### src/rtl/rtc_pkg.sv
package rtc_pkg;

  typedef struct packed {
    logic       stop;
    logic [6:0] sec;
    logic       ie;
    logic [6:0] min;
    logic [5:0] hr;
    logic [2:0] dow;
    logic [5:0] date;
    logic [1:0] cent;
    logic [4:0] mon;
    logic [7:0] yr;
  } rtc_time_t;

  function automatic logic [7:0] bcd_inc(input logic [7:0] v);
    if (v[3:0] >= 4'd9) return {v[7:4] + 4'd1, 4'h0};
    return v + 8'd1;
  endfunction

  function automatic logic is_leap(input logic [7:0] yr);
    logic [6:0] b;
    b = 7'(yr[7:4]) * 7'd10 + 7'(yr[3:0]);
    return (b[1:0] == 2'b00);
  endfunction

  function automatic logic [5:0] last_day(input logic [4:0] mon, input logic leap);
    case (mon)
      5'h02:                      return leap ? 6'h29 : 6'h28;
      5'h04, 5'h06, 5'h09, 5'h11: return 6'h30;
      default:                    return 6'h31;
    endcase
  endfunction

endpackage

### src/rtl/rtc_tick_gate.sv
module rtc_tick_gate (
  input  logic clk,
  input  logic rst_n,
  input  logic tick,
  input  logic hold,
  input  logic stop,
  input  logic wr_time,
  output logic advance
);
  logic pending_q;

  assign advance = !hold && !stop && !wr_time && (tick || pending_q);

  always_ff @(posedge clk or negedge rst_n) begin
    if (!rst_n)              pending_q <= 1'b0;
    else if (wr_time || stop) pending_q <= 1'b0;
    else if (hold)            pending_q <= pending_q | tick;
    else                      pending_q <= pending_q & tick;
  end

  a_r8_hold_blocks: assert property (@(posedge clk) disable iff (!rst_n)
    hold |-> !advance);
  a_r6_stop_blocks: assert property (@(posedge clk) disable iff (!rst_n)
    stop |-> !advance);

endmodule

### src/rtl/rtc_time_chain.sv
module rtc_time_chain
  import rtc_pkg::*;
#(
  parameter int IDX_W = 3
) (
  input  logic             clk,
  input  logic             rst_n,
  input  logic             advance,
  input  logic             wr_en,
  input  logic [IDX_W-1:0] wr_idx,
  input  logic [7:0]       wr_data,
  output rtc_time_t        t
);
  rtc_time_t nx;
  logic c_min, c_hr, c_day, c_mon, c_yr;
  logic [7:0] tmp_sec, tmp_min, tmp_hr, tmp_date, tmp_mon;

  always_comb begin
    nx = t;
    c_min = 1'b0; c_hr = 1'b0; c_day = 1'b0; c_mon = 1'b0; c_yr = 1'b0;
    tmp_sec  = bcd_inc({1'b0, t.sec});
    tmp_min  = bcd_inc({1'b0, t.min});
    tmp_hr   = bcd_inc({2'b0, t.hr});
    tmp_date = bcd_inc({2'b0, t.date});
    tmp_mon  = bcd_inc({3'b0, t.mon});
    if (advance) begin
      if (t.sec == 7'h59) begin nx.sec = 7'h00; c_min = 1'b1; end
      else nx.sec = tmp_sec[6:0];
      if (c_min) begin
        if (t.min == 7'h59) begin nx.min = 7'h00; c_hr = 1'b1; end
        else nx.min = tmp_min[6:0];
      end
      if (c_hr) begin
        if (t.hr == 6'h23) begin nx.hr = 6'h00; c_day = 1'b1; end
        else nx.hr = tmp_hr[5:0];
      end
      if (c_day) begin
        nx.dow = (t.dow == 3'd7) ? 3'd1 : t.dow + 3'd1;
        if (t.date == last_day(t.mon, is_leap(t.yr))) begin nx.date = 6'h01; c_mon = 1'b1; end
        else nx.date = tmp_date[5:0];
      end
      if (c_mon) begin
        if (t.mon == 5'h12) begin nx.mon = 5'h01; c_yr = 1'b1; end
        else nx.mon = tmp_mon[4:0];
      end
      if (c_yr) begin
        if (t.yr == 8'h99) begin nx.yr = 8'h00; nx.cent = t.cent + 2'd1; end
        else nx.yr = bcd_inc(t.yr);
      end
    end
    if (wr_en) begin
      case (wr_idx)
        3'd0: begin nx.stop = wr_data[7]; nx.sec = wr_data[6:0]; end
        3'd1: begin nx.ie = wr_data[7];   nx.min = wr_data[6:0]; end
        3'd2: nx.hr   = wr_data[5:0];
        3'd3: nx.dow  = wr_data[2:0];
        3'd4: nx.date = wr_data[5:0];
        3'd5: begin nx.cent = wr_data[7:6]; nx.mon = wr_data[4:0]; end
        3'd6: nx.yr   = wr_data;
        default: ;
      endcase
    end
  end

  always_ff @(posedge clk or negedge rst_n) begin
    if (!rst_n) begin
      t       <= '0;
      t.dow   <= 3'd1;
      t.date  <= 6'h01;
      t.mon   <= 5'h01;
    end else begin
      t <= nx;
    end
  end

  a_r6_idle_stable: assert property (@(posedge clk) disable iff (!rst_n)
    (!advance && !wr_en) |=> (t == $past(t)));
  a_r2_sec_wrap: assert property (@(posedge clk) disable iff (!rst_n)
    (advance && !wr_en && t.sec == 7'h59) |=> (t.sec == 7'h00));

endmodule

### src/rtl/rtc_byte_ptr.sv
module rtc_byte_ptr #(
  parameter int IDX_W = 3
) (
  input  logic             clk,
  input  logic             rst_n,
  input  logic             load,
  input  logic [IDX_W-1:0] load_idx,
  input  logic             step,
  output logic [IDX_W-1:0] ptr
);
  localparam logic [IDX_W-1:0] LAST = '1;

  always_ff @(posedge clk or negedge rst_n) begin
    if (!rst_n)     ptr <= '0;
    else if (load)  ptr <= load_idx;
    else if (step)  ptr <= ptr + 1'b1;
  end

  a_r9_wrap: assert property (@(posedge clk) disable iff (!rst_n)
    (!load && step && ptr == LAST) |=> (ptr == '0));

endmodule

### src/rtl/rtc_regfile.sv
module rtc_regfile
  import rtc_pkg::*;
#(
  parameter int IDX_W = 3,
  parameter int CAL_W = 6
) (
  input  logic             clk,
  input  logic             rst_n,
  input  logic             tick_1hz,
  input  logic             read_active,
  input  logic             addr_load,
  input  logic [IDX_W-1:0] addr,
  input  logic             rd_step,
  input  logic             wr_en,
  input  logic [7:0]       wr_data,
  output logic [7:0]       rd_data,
  output logic             divider_clear,
  output logic             intr_en,
  output logic [CAL_W-1:0] cal_word
);
  localparam logic [IDX_W-1:0] CAL_IDX = IDX_W'(7);

  logic [IDX_W-1:0] ptr;
  logic             wr_time, advance;
  rtc_time_t        t;

  rtc_byte_ptr #(.IDX_W(IDX_W)) u_ptr (
    .clk(clk), .rst_n(rst_n), .load(addr_load), .load_idx(addr),
    .step(rd_step | wr_en), .ptr(ptr)
  );

  assign wr_time       = wr_en && (ptr != CAL_IDX);
  assign divider_clear = wr_time;

  rtc_tick_gate u_gate (
    .clk(clk), .rst_n(rst_n), .tick(tick_1hz), .hold(read_active),
    .stop(t.stop), .wr_time(wr_time), .advance(advance)
  );

  rtc_time_chain #(.IDX_W(IDX_W)) u_chain (
    .clk(clk), .rst_n(rst_n), .advance(advance), .wr_en(wr_time),
    .wr_idx(ptr), .wr_data(wr_data), .t(t)
  );

  always_ff @(posedge clk or negedge rst_n) begin
    if (!rst_n)                            cal_word <= '0;
    else if (wr_en && ptr == CAL_IDX)      cal_word <= wr_data[CAL_W-1:0];
  end

  assign intr_en = t.ie;

  always_comb begin
    case (ptr)
      3'd0:    rd_data = {t.stop, t.sec};
      3'd1:    rd_data = {t.ie, t.min};
      3'd2:    rd_data = {2'b00, t.hr};
      3'd3:    rd_data = {5'b0, t.dow};
      3'd4:    rd_data = {2'b00, t.date};
      3'd5:    rd_data = {t.cent, 1'b0, t.mon};
      3'd6:    rd_data = t.yr;
      default: rd_data = 8'(cal_word);
    endcase
  end

  a_r7_cal_keeps_time: assert property (@(posedge clk) disable iff (!rst_n)
    (wr_en && ptr == CAL_IDX && !advance) |=> (t == $past(t)));

endmodule

### config.mk
export PLATFORM = sky130hd
export DESIGN_NAME = rtc_regfile
export DESIGN_NICKNAME = d
export VERILOG_FILES = /design/src/rtl/rtc_pkg.sv /design/src/rtl/rtc_tick_gate.sv /design/src/rtl/rtc_time_chain.sv /design/src/rtl/rtc_byte_ptr.sv /design/src/rtl/rtc_regfile.sv
export SDC_FILE = /design/constraint.sdc
export NUM_CORES = 1
export LEC_CHECK = 0
export BUFFER_PORTS_ARGS = -buffer_cell sky130_fd_sc_hd__clkbuf_2
export CORE_MARGIN = 3
export CORE_UTILIZATION = 56
export CTS_BUF_LIST = sky130_fd_sc_hd__clkbuf_4 sky130_fd_sc_hd__clkbuf_8
export DETAILED_ROUTE_END_ITERATION = 16
export PLACE_DENSITY = 0.87
export SKIP_CTS_REPAIR_TIMING = 1
export SLEW_MARGIN = 20
export SYNTH_ARGS = -nofsm -noshare
export SYNTH_HDL_FRONTEND = slang
export SYNTH_SLANG_ARGS = --single-unit
### constraint.sdc
create_clock -name clk -period 2.9 [get_ports clk]
set_input_delay 0.58 -clock clk [delete_from_list [all_inputs] [get_ports clk]]
set_output_delay 0.58 -clock clk [all_outputs]
set_load 0.01 [all_outputs]
==> flow_metrics.tcl, run 1 <==
set metrics [dict create \
    final.setup_skew_ps 14.0 \
    worst_pin_slew_ps 724 \
    setup_tns_final_ps 0 \
    slew-limit-headroom_pct 51.3 \
    placeableCoreArea_mm2 0.00691 \
    initial_core_util_pct 58.9 \
    power_frac_comb_pct 46.0 \
    path_class "reg -> out" \
    clock-root-buffer "sky130_fd_sc_hd__clkbuf_8" \
    largest_family_of_logic_cells_by_synthesized_area "simple AND/OR/NAND/NOR gates" \
    highest_fanout_seen_on_the_critical_path 12 \
    cts_sinks 56 \
    syn_inst 469 \
    p_sw_share_pct 45.5 \
    first_global_vias 3658 \
    cp_data_arrival_time_ps 2210 \
    post_route_drc_violation_count 0 \
    synthesis.area_mm2 0.00407 \
    power.switching_mw 1.81 \
    cts_tree "yes" \
    power_density_mw_per_mm2 889 \
    internal_power_mw 2.16 \
    path_delay_family "simple AND/OR/NAND/NOR gates" \
    area_occupied_by_multi_input_gates_mm2 0.00249 \
    grt_pass1_wl_mm 18.5 \
    adder_cell_share_of_the_synthesized_area_pct 10.4 \
    fmaxAchievable_mhz 359 \
    vias_per_cell 6.54 \
    holdCritPathClass "in -> async" \
    synth-compound-area-share_pct 20.5 \
    grt_remaining_overflow 0 \
    yosys.cell_types.count 58 \
    cp_slowest_cell "sky130_fd_sc_hd__or4_4" \
    routed_wl_mm 11.4 \
    path_cells "inv_1 -> ha_1 -> or4_4 -> nor2_1 -> a21oi_1 -> clkbuf_2" \
    setup_viol_count_final 0 \
    route.antenna.remaining_nets 0 \
    finalHoldViolations 0 \
    layout_min_cycle_time_ps 2790 \
    total_global_routing_track_utilization_pct 27.4 \
    grt_max_degree 57 \
    average_wire_per_cell_in_the_routed_design_um 19.3 \
    asyncSetResetFlopFracSynth_pct 100 \
    worst_path_largest_cell_delay_ps 620 \
    area_delta_synth_final_pct 9.77 \
    final_core_util_pct 64.7 \
    io_buffer_count 33 \
    rsz0062_at_grt "false" \
    yosys_most_used_dff "sky130_fd_sc_hd__dfrtp_1" \
    cp-end-kind "primary output" \
    yosys-mux-area-fraction_pct 6.18 \
    yosys.area_share.simple_pct 21.4 \
    insertion_delay_ps 330 \
    vdd_ir_drop_max_v 0.000533 \
    synthXorXnorAreaFrac_pct 1.72 \
    chipHeight_um 91.3 \
    finalNetCount 547 \
    cts_buffer_depth 2 \
    htree_num_levels 2 \
    synth_edf_count 0 \
    synth.yosys.warnings 0 \
    cts_buffers 5 \
    final_min_period_over_clock_period_pct 96.1 \
    layout.area.seq_mm2 0.00141 \
    synth-seq-area-share_pct 34.5 \
    std_cell_rows 30 \
    fin_cells 592 \
    clock_power_share_pct 11.5 \
    p_seq_share_pct 42.5 \
    io-pin-count 34 \
    number_of_maximum_capacitance_violations 0 \
    post_route_cells_drive_above_1_share_pct 19.2 \
    gp_congestion 0.940 \
    critPathLaunchType "register" \
    n_fill_cell 587 \
    syn_nets 521 \
    worst-path-buf-inv 2 \
    detailedPlacementHpwl_mm 8.13 \
    total_leakage_power_nw 1.94 \
    placed_cells_incl_taps 584 \
    antenna_cells 0 \
    cts.clk_slew.worst_paths_ps 120 \
    initial_antenna_violation_count 0 \
    run_status "finished, final reports clean" \
    critPathRequiredTime_ps 2320 \
    detailedRoute.firstPassIterationCount 5 \
    die_area_mm2 0.00833 \
    placement.setup.worst_slack_ps 30.6 \
    postSynthAreaPerCell_um2 8.68 \
    ys_seq_elements 56 \
    first_iter_violations 541 \
    worst_setup_slack_final_ps 114 \
    width_of_the_die_um 91.3 \
    report.final.slew_viol_count 0 \
    dr_total_vias 3873 \
]
-- final cells by class --
| type | instances | share of cell area, % |
|---|---|---|
| inverter | 25 | 2.10 |
| clock inverter | 3 | 0.504 |
| multi-input combinational | 360 | 55.7 |
| sequential | 56 | 31.5 |
| timing repair buffer | 47 | 6.05 |
| clock buffer | 5 | 1.54 |
| tap | 96 | 2.69 |
-- placed cells by master, fill, tap and decap left out, types with 3 or more instances in the layout --
cell	Yosys	final
sky130_fd_sc_hd__nand2_1	60	60
sky130_fd_sc_hd__dfrtp_1	53	52
sky130_fd_sc_hd__nor2_1	38	38
sky130_fd_sc_hd__o21ai_0	35	35
sky130_fd_sc_hd__clkbuf_2	0	33
sky130_fd_sc_hd__ha_1	34	32
sky130_fd_sc_hd__inv_1	25	25
sky130_fd_sc_hd__a21oi_1	20	20
sky130_fd_sc_hd__mux2_2	17	17
sky130_fd_sc_hd__nand3_1	14	14
sky130_fd_sc_hd__buf_4	0	14
sky130_fd_sc_hd__a31oi_1	12	12
sky130_fd_sc_hd__and3_1	11	11
sky130_fd_sc_hd__o31ai_1	11	11
sky130_fd_sc_hd__mux2i_1	6	6
sky130_fd_sc_hd__a22oi_1	6	6
sky130_fd_sc_hd__a41oi_1	6	6
sky130_fd_sc_hd__a221oi_1	7	5
sky130_fd_sc_hd__nand2b_1	5	5
sky130_fd_sc_hd__clkbuf_8	0	5
sky130_fd_sc_hd__a222oi_1	4	4
sky130_fd_sc_hd__xnor2_1	4	4
sky130_fd_sc_hd__nor3_1	4	4
sky130_fd_sc_hd__xor2_1	4	4
sky130_fd_sc_hd__nor3b_1	4	4
sky130_fd_sc_hd__o22ai_1	4	4
sky130_fd_sc_hd__a31o_2	4	4
sky130_fd_sc_hd__or4_1	4	3
sky130_fd_sc_hd__nor2b_1	3	3
sky130_fd_sc_hd__nor4_1	4	3
sky130_fd_sc_hd__or3_1	3	3
sky130_fd_sc_hd__a211oi_1	3	3
sky130_fd_sc_hd__nand4_1	3	3
sky130_fd_sc_hd__dfstp_2	3	3
-- power groups by stage --
stage          sequential (mW)  combinational, mW  clock [mW]
2_1_floorplan             1.51               1.29           0
3_3_place_gp              1.64               1.67           0
3_5_place_dp              1.66               1.77           0
4_1_cts                   1.65               1.78       0.467
5_1_grt                   1.73               2.03       0.496
6_report                  1.69               1.83       0.458
-- worst reg2reg max path, delay by kind of cell (launching register included) --
kind,cells,cell delay (ps)
simple gates,5,1800
flops,1,450
compound gates,1,180
buf+inv,1,110
fa+ha+maj,1,170
-- metrics by stage --
step	total power [mW]	hold slack, ps	area [µm²]
6_report	3.97	368	4470
3_5_place_dp	3.43	531	4350
5_1_grt	4.26	433	4470
4_1_cts	3.90	417	4440
2_1_floorplan	2.81	284	4070
3_3_place_gp	3.31	517	4350
-- logic make-up (layout without fill, tap and decap cells) --
group,after synthesis,after routing
AND/OR/NAND/NOR,169,169
XOR/XNOR,8,8
multiplexers,23,23
AO/OA/AOI/OAI,126,126
adder cells (fa/ha/maj),34,34
buffers and inverters,53,80
flip-flops,56,56
-- layer usage --
metal	GRT usage (%)	part of all wire (%)	up-vias	wire length, µm
li1	-	-	1764	-
met1	36.4	41	1865	4700
met2	45.3	47	209	5410
met3	4.89	8.7	35	997
met4	8.92	2.6	0	301
met5	0	0	-	0
-- synth_stat cells, types with 7 or more instances --
cell type | number | area, µm²
sky130_fd_sc_hd__a21oi_1 | 20 | 100
sky130_fd_sc_hd__dfrtp_1 | 53 | 1330
sky130_fd_sc_hd__nor2_1 | 38 | 143
sky130_fd_sc_hd__o31ai_1 | 11 | 82.6
sky130_fd_sc_hd__mux2_2 | 17 | 191
sky130_fd_sc_hd__a31oi_1 | 12 | 75.1
sky130_fd_sc_hd__a221oi_1 | 7 | 61.3
sky130_fd_sc_hd__clkbuf_1 | 21 | 78.8
sky130_fd_sc_hd__nand3_1 | 14 | 70.1
sky130_fd_sc_hd__o21ai_0 | 35 | 175
sky130_fd_sc_hd__ha_1 | 34 | 425
sky130_fd_sc_hd__nand2_1 | 60 | 225
sky130_fd_sc_hd__and3_1 | 11 | 68.8
sky130_fd_sc_hd__inv_1 | 25 | 93.8
-- sequential cells by signal, indices dropped and copies added (netlist names) --
name              cells
u_gate.pending_q      1
u_ptr.ptr             3
u_chain.t            46
cal_word              6
-- worst paths after layout --
| kind | start | depth (start not counted) | slack (ps) | to |
|---|---|---|---|---|
| max | u_ptr.ptr[2] | 6 | 110 | rd_data[3] |
| min | rst_n | 2 | 370 | u_chain.t[13] |
| max reg2reg | u_chain.t[31] | 8 | 120 | u_chain.t[7] |
| min reg2reg | cal_word[0] | 1 | 560 | cal_word[0] |
| max in group asynchronous | rst_n | 2 | 1980 | u_ptr.ptr[2] |
| min in group clk | addr[1] | 3 | 470 | u_ptr.ptr[1] |
(Power assumes the default switching activity.)
==> inputs of run 2 (changes only) <==
==> constraint.sdc (replaced) <==
create_clock -name clk -period 2.9 [get_ports clk]
set_input_delay 0.29 -clock clk [delete_from_list [all_inputs] [get_ports clk]]
set_output_delay 0.29 -clock clk [all_outputs]
set_load 0.01 [all_outputs]
==> run 2 against run 1 <==
Against the previous run: critical path depth grew 3; total power up 1.1%; sequential power barely moved; fmax grew 0.38%; combinational power about the same; global-route usage rose by 0.26 points; largest power group unchanged; highest routed layer unchanged; via count shrank 0.18%; design area up 0.42%.
==> flow_metrics.tcl, run 2 (synthesis results as in run 1) <==
set metrics [dict create \
    run_status "finished, final reports clean" \
    critPathLaunchType "register" \
    route.antenna.remaining_nets 0 \
    holdCritPathClass "in -> reg" \
    n_fill_cell 578 \
    grt_pass1_wl_mm 18.4 \
    htree_num_levels 2 \
    number_of_maximum_capacitance_violations 0 \
    placement.setup.worst_slack_ps 57.1 \
    crit-reg2reg-launch "u_chain.t[8]" \
    post_route_drc_violation_count 0 \
    cts_buffers 5 \
    path_class "reg -> reg" \
    total_leakage_power_nw 1.95 \
    worst_path_largest_cell_delay_ps 540 \
    placed_cells_incl_taps 584 \
    path_cells "inv_1 -> ha_1 -> or2_2 -> a32oi_1 -> a21oi_1 -> buf_4 -> or4_4 -> o31ai_2 -> a31oi_1" \
    fin_cells 593 \
    first_iter_violations 377 \
    setup_tns_final_ps 0 \
    initial_antenna_violation_count 0 \
    final.setup_skew_ps 5.39 \
    chipHeight_um 91.3 \
    worst_pin_slew_ps 632 \
    grt_max_degree 32 \
    cp-end-kind "register" \
    cts.clk_slew.worst_paths_ps 100 \
    total_global_routing_track_utilization_pct 27.7 \
    io-pin-count 34 \
    width_of_the_die_um 91.3 \
    cts_buffer_depth 2 \
    most_frequent_cells_in_the_layout "60 x sky130_fd_sc_hd__nand2_1, 53 x sky130_fd_sc_hd__dfrtp_1, 38 x sky130_fd_sc_hd__nor2_1" \
    crit_start "u_chain.t[8]" \
    final_min_period_over_clock_period_pct 95.7 \
    biggest_registers_after_layout "u_chain.t (46), cal_word (6), u_ptr.ptr (3)" \
    std_cell_rows 30 \
    detailedRoute.firstPassIterationCount 6 \
    detailedPlacementHpwl_mm 8.15 \
    first_global_vias 3698 \
    insertion_delay_ps 320 \
    io_buffer_count 33 \
    dr_total_vias 3866 \
    cts_tree "yes" \
    gp_congestion 0.928 \
    cts_sinks 56 \
    largest_register_ff_count 46 \
    slew-limit-headroom_pct 57.5 \
    cp_data_arrival_time_ps 2930 \
    critPathRequiredTime_ps 3060 \
    grt_remaining_overflow 0 \
    finalNetCount 548 \
    cp_slowest_cell "sky130_fd_sc_hd__dfstp_2" \
    worst_hold_startpoint "addr[1]" \
    die_area_mm2 0.00833 \
    setup_viol_count_final 0 \
    report.final.slew_viol_count 0 \
    post_route_cells_drive_above_1_share_pct 18.5 \
    power_density_mw_per_mm2 895 \
    worst-path-buf-inv 2 \
    routed_wl_mm 11.2 \
    layout_min_cycle_time_ps 2780 \
    path_delay_family "simple AND/OR/NAND/NOR gates" \
    mostFrequentLayoutCell "sky130_fd_sc_hd__nand2_1" \
    worst_setup_slack_final_ps 124 \
    area_delta_synth_final_pct 10.2 \
    rsz0062_at_grt "false" \
    fmaxAchievable_mhz 360 \
    average_wire_per_cell_in_the_routed_design_um 18.9 \
    antenna_cells 0 \
    placeableCoreArea_mm2 0.00691 \
    vdd_ir_drop_max_v 0.000511 \
    clock-root-buffer "sky130_fd_sc_hd__clkbuf_8" \
    report.power.total_mw 4.02 \
    highest_fanout_seen_on_the_critical_path 4 \
    largest-register "u_chain.t" \
    vias_per_cell 6.52 \
    initial_core_util_pct 58.9 \
    finalHoldViolations 0 \
]
## run 2: cell types whose count changed in the layout (fill, tap and decap cells not counted), sizes merged
cell         delta
bufinv          +1
clkbuf          +1
clkinv          -1
dlygate4sd3     +1
inv             -1
## run 2: report_power, final
| part | switching, mW | leakage [nW] | internal [mW] |
|---|---|---|---|
| logic | 0.976 | 1.22 | 0.837 |
| registers | 0.518 | 0.668 | 1.15 |
| clock network | 0.266 | 0.0586 | 0.266 |
| total | 1.76 | 1.95 | 2.25 |
## run 2: layer usage
layer,up-vias,share of wire (%),wire length (µm),GRT usage [%]
li1,1772,-,-,-
met1,1840,42,4670,36.4
met2,204,46,5140,43.7
met3,50,8.1,905,4.72
met4,0,4.1,457,14.6
met5,-,0,0,0
## run 2: stage by stage
stage | hold slack (ps) | utilization (%) | cell area [µm²]
after floorplan | -5.59 | - | 4070
after global placement | 323 | 62.9 | 4350
after detailed placement | 317 | 62.9 | 4350
after CTS | -28.5 | 64.5 | 4460
after global routing | 193 | 65.0 | 4490
final | 169 | 65.0 | 4490
## run 2: path summary, 6_finish.rpt
path	to	slack (ps)	depth (start not counted)
max	u_chain.t[4]	120	9
max in group asynchronous	u_chain.t[8]	2020	3
min reg2reg	cal_word[2]	550	1
max reg2reg	u_chain.t[4]	120	9
min in group asynchronous	u_chain.t[13]	510	3
min	u_ptr.ptr[1]	170	3
## run 2: area by class of cell
| type | count | area, µm² | area share (%) |
|---|---|---|---|
| Multi-Input combinational cell | 360 | 2480 | 55.2 |
| Tap cell | 96 | 120 | 2.68 |
| Sequential cell | 56 | 1410 | 31.3 |
| Inverter | 25 | 93.8 | 2.09 |
| Timing Repair Buffer | 48 | 280 | 6.24 |
| Clock buffer | 6 | 76.3 | 1.70 |
| Clock inverter | 2 | 35.0 | 0.781 |
## run 2: worst min-delay path, cell delays in order
cell and delay, ps:
sky130_fd_sc_hd__clkbuf_2 80, sky130_fd_sc_hd__nand2_1 30, sky130_fd_sc_hd__o21ai_0 60
==> inputs of run 3 (changes only) <==
- CELL_PAD_IN_SITES_DETAIL_PLACEMENT: default -> 0
- CELL_PAD_IN_SITES_GLOBAL_PLACEMENT: default -> 1
- CORE_UTILIZATION: 56 -> 43
- PLACE_DENSITY: 0.87 -> 0.88
==> run 3 against run 2 <==
Against the previous run: flip-flop and latch count did not move; die area increased by 28%; via count down 3.2%; combinational power increased by 3%; setup slack better by 28 ps; sequential power about the same; design area increased by 1.2%; sequential share of layout area shrank 0.38 points; register-to-register slack better by 30 ps; fmax increased by 1.0%; largest power group unchanged.
==> flow_metrics.tcl, run 3 (synthesis results as in run 1) <==
set metrics [dict create \
    report.final.slew_viol_count 0 \
    vias_per_cell 5.97 \
    first_global_vias 3588 \
    first_iter_violations 276 \
    routed_wl_mm 11.5 \
    report.power.total_mw 3.98 \
    worstSetupEndpoint "u_chain.t[7]" \
    initial_antenna_violation_count 0 \
    placeableCoreArea_mm2 0.00898 \
    grt_remaining_overflow 0 \
    detailedRoute.firstPassIterationCount 6 \
    post_route_cells_drive_above_1_share_pct 19.4 \
    final_min_period_over_clock_period_pct 94.7 \
    placed_cells_incl_taps 619 \
    vdd_ir_drop_max_v 0.000471 \
    n_fill_cell 848 \
    power_density_mw_per_mm2 876 \
    chipHeight_um 103 \
    critPathRequiredTime_ps 3150 \
    mostFrequentLayoutCell "sky130_fd_sc_hd__nand2_1" \
    dr_total_vias 3742 \
    cts_tree "yes" \
    io_buffer_count 33 \
    grt_max_degree 34 \
    largest-register "u_chain.t" \
    average_wire_per_cell_in_the_routed_design_um 18.3 \
    htree_num_levels 2 \
    layout_min_cycle_time_ps 2750 \
    cp-end-kind "register" \
    fmaxAchievable_mhz 364 \
    route.antenna.remaining_nets 0 \
    final.setup_skew_ps 8.79 \
    die_area_mm2 0.0107 \
    most_frequent_cells_in_the_layout "60 x sky130_fd_sc_hd__nand2_1, 53 x sky130_fd_sc_hd__dfrtp_1, 38 x sky130_fd_sc_hd__nor2_1" \
    clock_power_share_pct 11.8 \
    p_sw_share_pct 44.7 \
    insertion_delay_ps 330 \
    setup_viol_count_final 0 \
    hold-worst-slack_ps 63.3 \
    slew-limit-headroom_pct 41.3 \
    run_status "finished, final reports clean" \
    cts_buffers 5 \
    cp_data_arrival_time_ps 3000 \
    detailedPlacementHpwl_mm 8.40 \
    crit_start "u_chain.t[8]" \
    width_of_the_die_um 103 \
    placed_area_mm2 0.00442 \
    holdCritPathClass "in -> async" \
    crit-reg2reg-launch "u_chain.t[8]" \
    regToRegEndpoint "u_chain.t[7]" \
    r2r_cells 8 \
    ff2ff_setup_slack_ps 150 \
    cts_sinks 56 \
    finalNetCount 552 \
    path_class "reg -> reg" \
    biggest_registers_after_layout "u_chain.t (46), cal_word (6), u_ptr.ptr (3)" \
    finalHoldViolations 0 \
    std_cell_rows 34 \
    highest_fanout_seen_on_the_critical_path 11 \
    power.switching_mw 1.78 \
    p_seq_share_pct 41.5 \
    total_leakage_power_nw 1.97 \
    critPathLaunchType "register" \
    gp_congestion 0.906 \
    total_global_routing_track_utilization_pct 22.6 \
    worst_pin_slew_ps 881 \
    io-pin-count 34 \
    number_of_maximum_capacitance_violations 0 \
    cts_buffer_depth 2 \
    antenna_cells 0 \
    post_route_drc_violation_count 0 \
    clock-root-buffer "sky130_fd_sc_hd__clkbuf_8" \
    power_frac_comb_pct 46.7 \
    internal_power_mw 2.20 \
    fin_cells 627 \
    area_delta_synth_final_pct 11.6 \
    grt_pass1_wl_mm 18.7 \
    final_instance_area_mm2 0.00454 \
    cts.clk_slew.worst_paths_ps 110 \
    initial_core_util_pct 45.4 \
    final_core_util_pct 50.6 \
    largest_register_ff_count 46 \
]
run 3: cell types whose count changed in the layout (fill, tap and decap cells not counted), sizes merged:
cell	change
dlygate4sd3	-1
clkinv	+1
buf	+5
bufinv	-1
run 3: worst min path at each step:
stage / from / cells after the start / to
finish: rst_n / 1 / u_chain.t[42]
global placement: rst_n / 1 / u_chain.t[42]
floorplan: rst_n / 0 / cal_word[0]
detailed placement: rst_n / 1 / u_chain.t[42]
global route: rst_n / 1 / u_chain.t[36]
CTS: rst_n / 1 / u_chain.t[42]
run 3: per-stage QoR:
stage          worst slack (ps)  setup TNS [ps]
2_1_floorplan              82.7               0
3_3_place_gp                124               0
3_5_place_dp               79.6               0
4_1_cts                   -11.7           -25.0
5_1_grt                   -1.47           -1.47
6_report                    152               0
run 3: power by group through the flow:
stage               combinational [mW]  clock (mW)  sequential (mW)
global placement                  1.76           0             1.63
finish                            1.86       0.470             1.65
global route                      2.09       0.503             1.70
detailed placement                1.81           0             1.64
CTS                               1.82       0.478             1.63
floorplan                         1.29           0             1.51
run 3: cell type report:
class | instances | area (µm²) | area share (%)
well taps | 126 | 158 | 3.47
clock inverters | 2 | 10.0 | 0.220
multi-input cells | 360 | 2480 | 54.6
repair buffers | 52 | 312 | 6.86
inverters | 25 | 93.8 | 2.07
flip-flops and latches | 56 | 1410 | 30.9
clock buffers | 6 | 82.6 | 1.82
run 3: per-layer routing:
| metal | share of wire, % | global-route usage (%) | wire, µm | up-vias |
|---|---|---|---|---|
| met1 | 48 | 32.4 | 5490 | 1817 |
| met4 | 2.2 | 6.77 | 248 | 0 |
| met5 | 0 | 0 | 0 | - |
| li1 | - | - | - | 1772 |
| met2 | 44 | 35.1 | 5110 | 131 |
| met3 | 5.5 | 3.62 | 628 | 22 |
run 3: critical path: stages (launching register included):
cell	delay (ps)
sky130_fd_sc_hd__dfstp_2	540
sky130_fd_sc_hd__inv_1	70
sky130_fd_sc_hd__ha_1	230
sky130_fd_sc_hd__or2_2	310
sky130_fd_sc_hd__a32oi_2	220
sky130_fd_sc_hd__a21oi_1	110
sky130_fd_sc_hd__or4_4	500
sky130_fd_sc_hd__or4_1	520
sky130_fd_sc_hd__a31oi_1	170
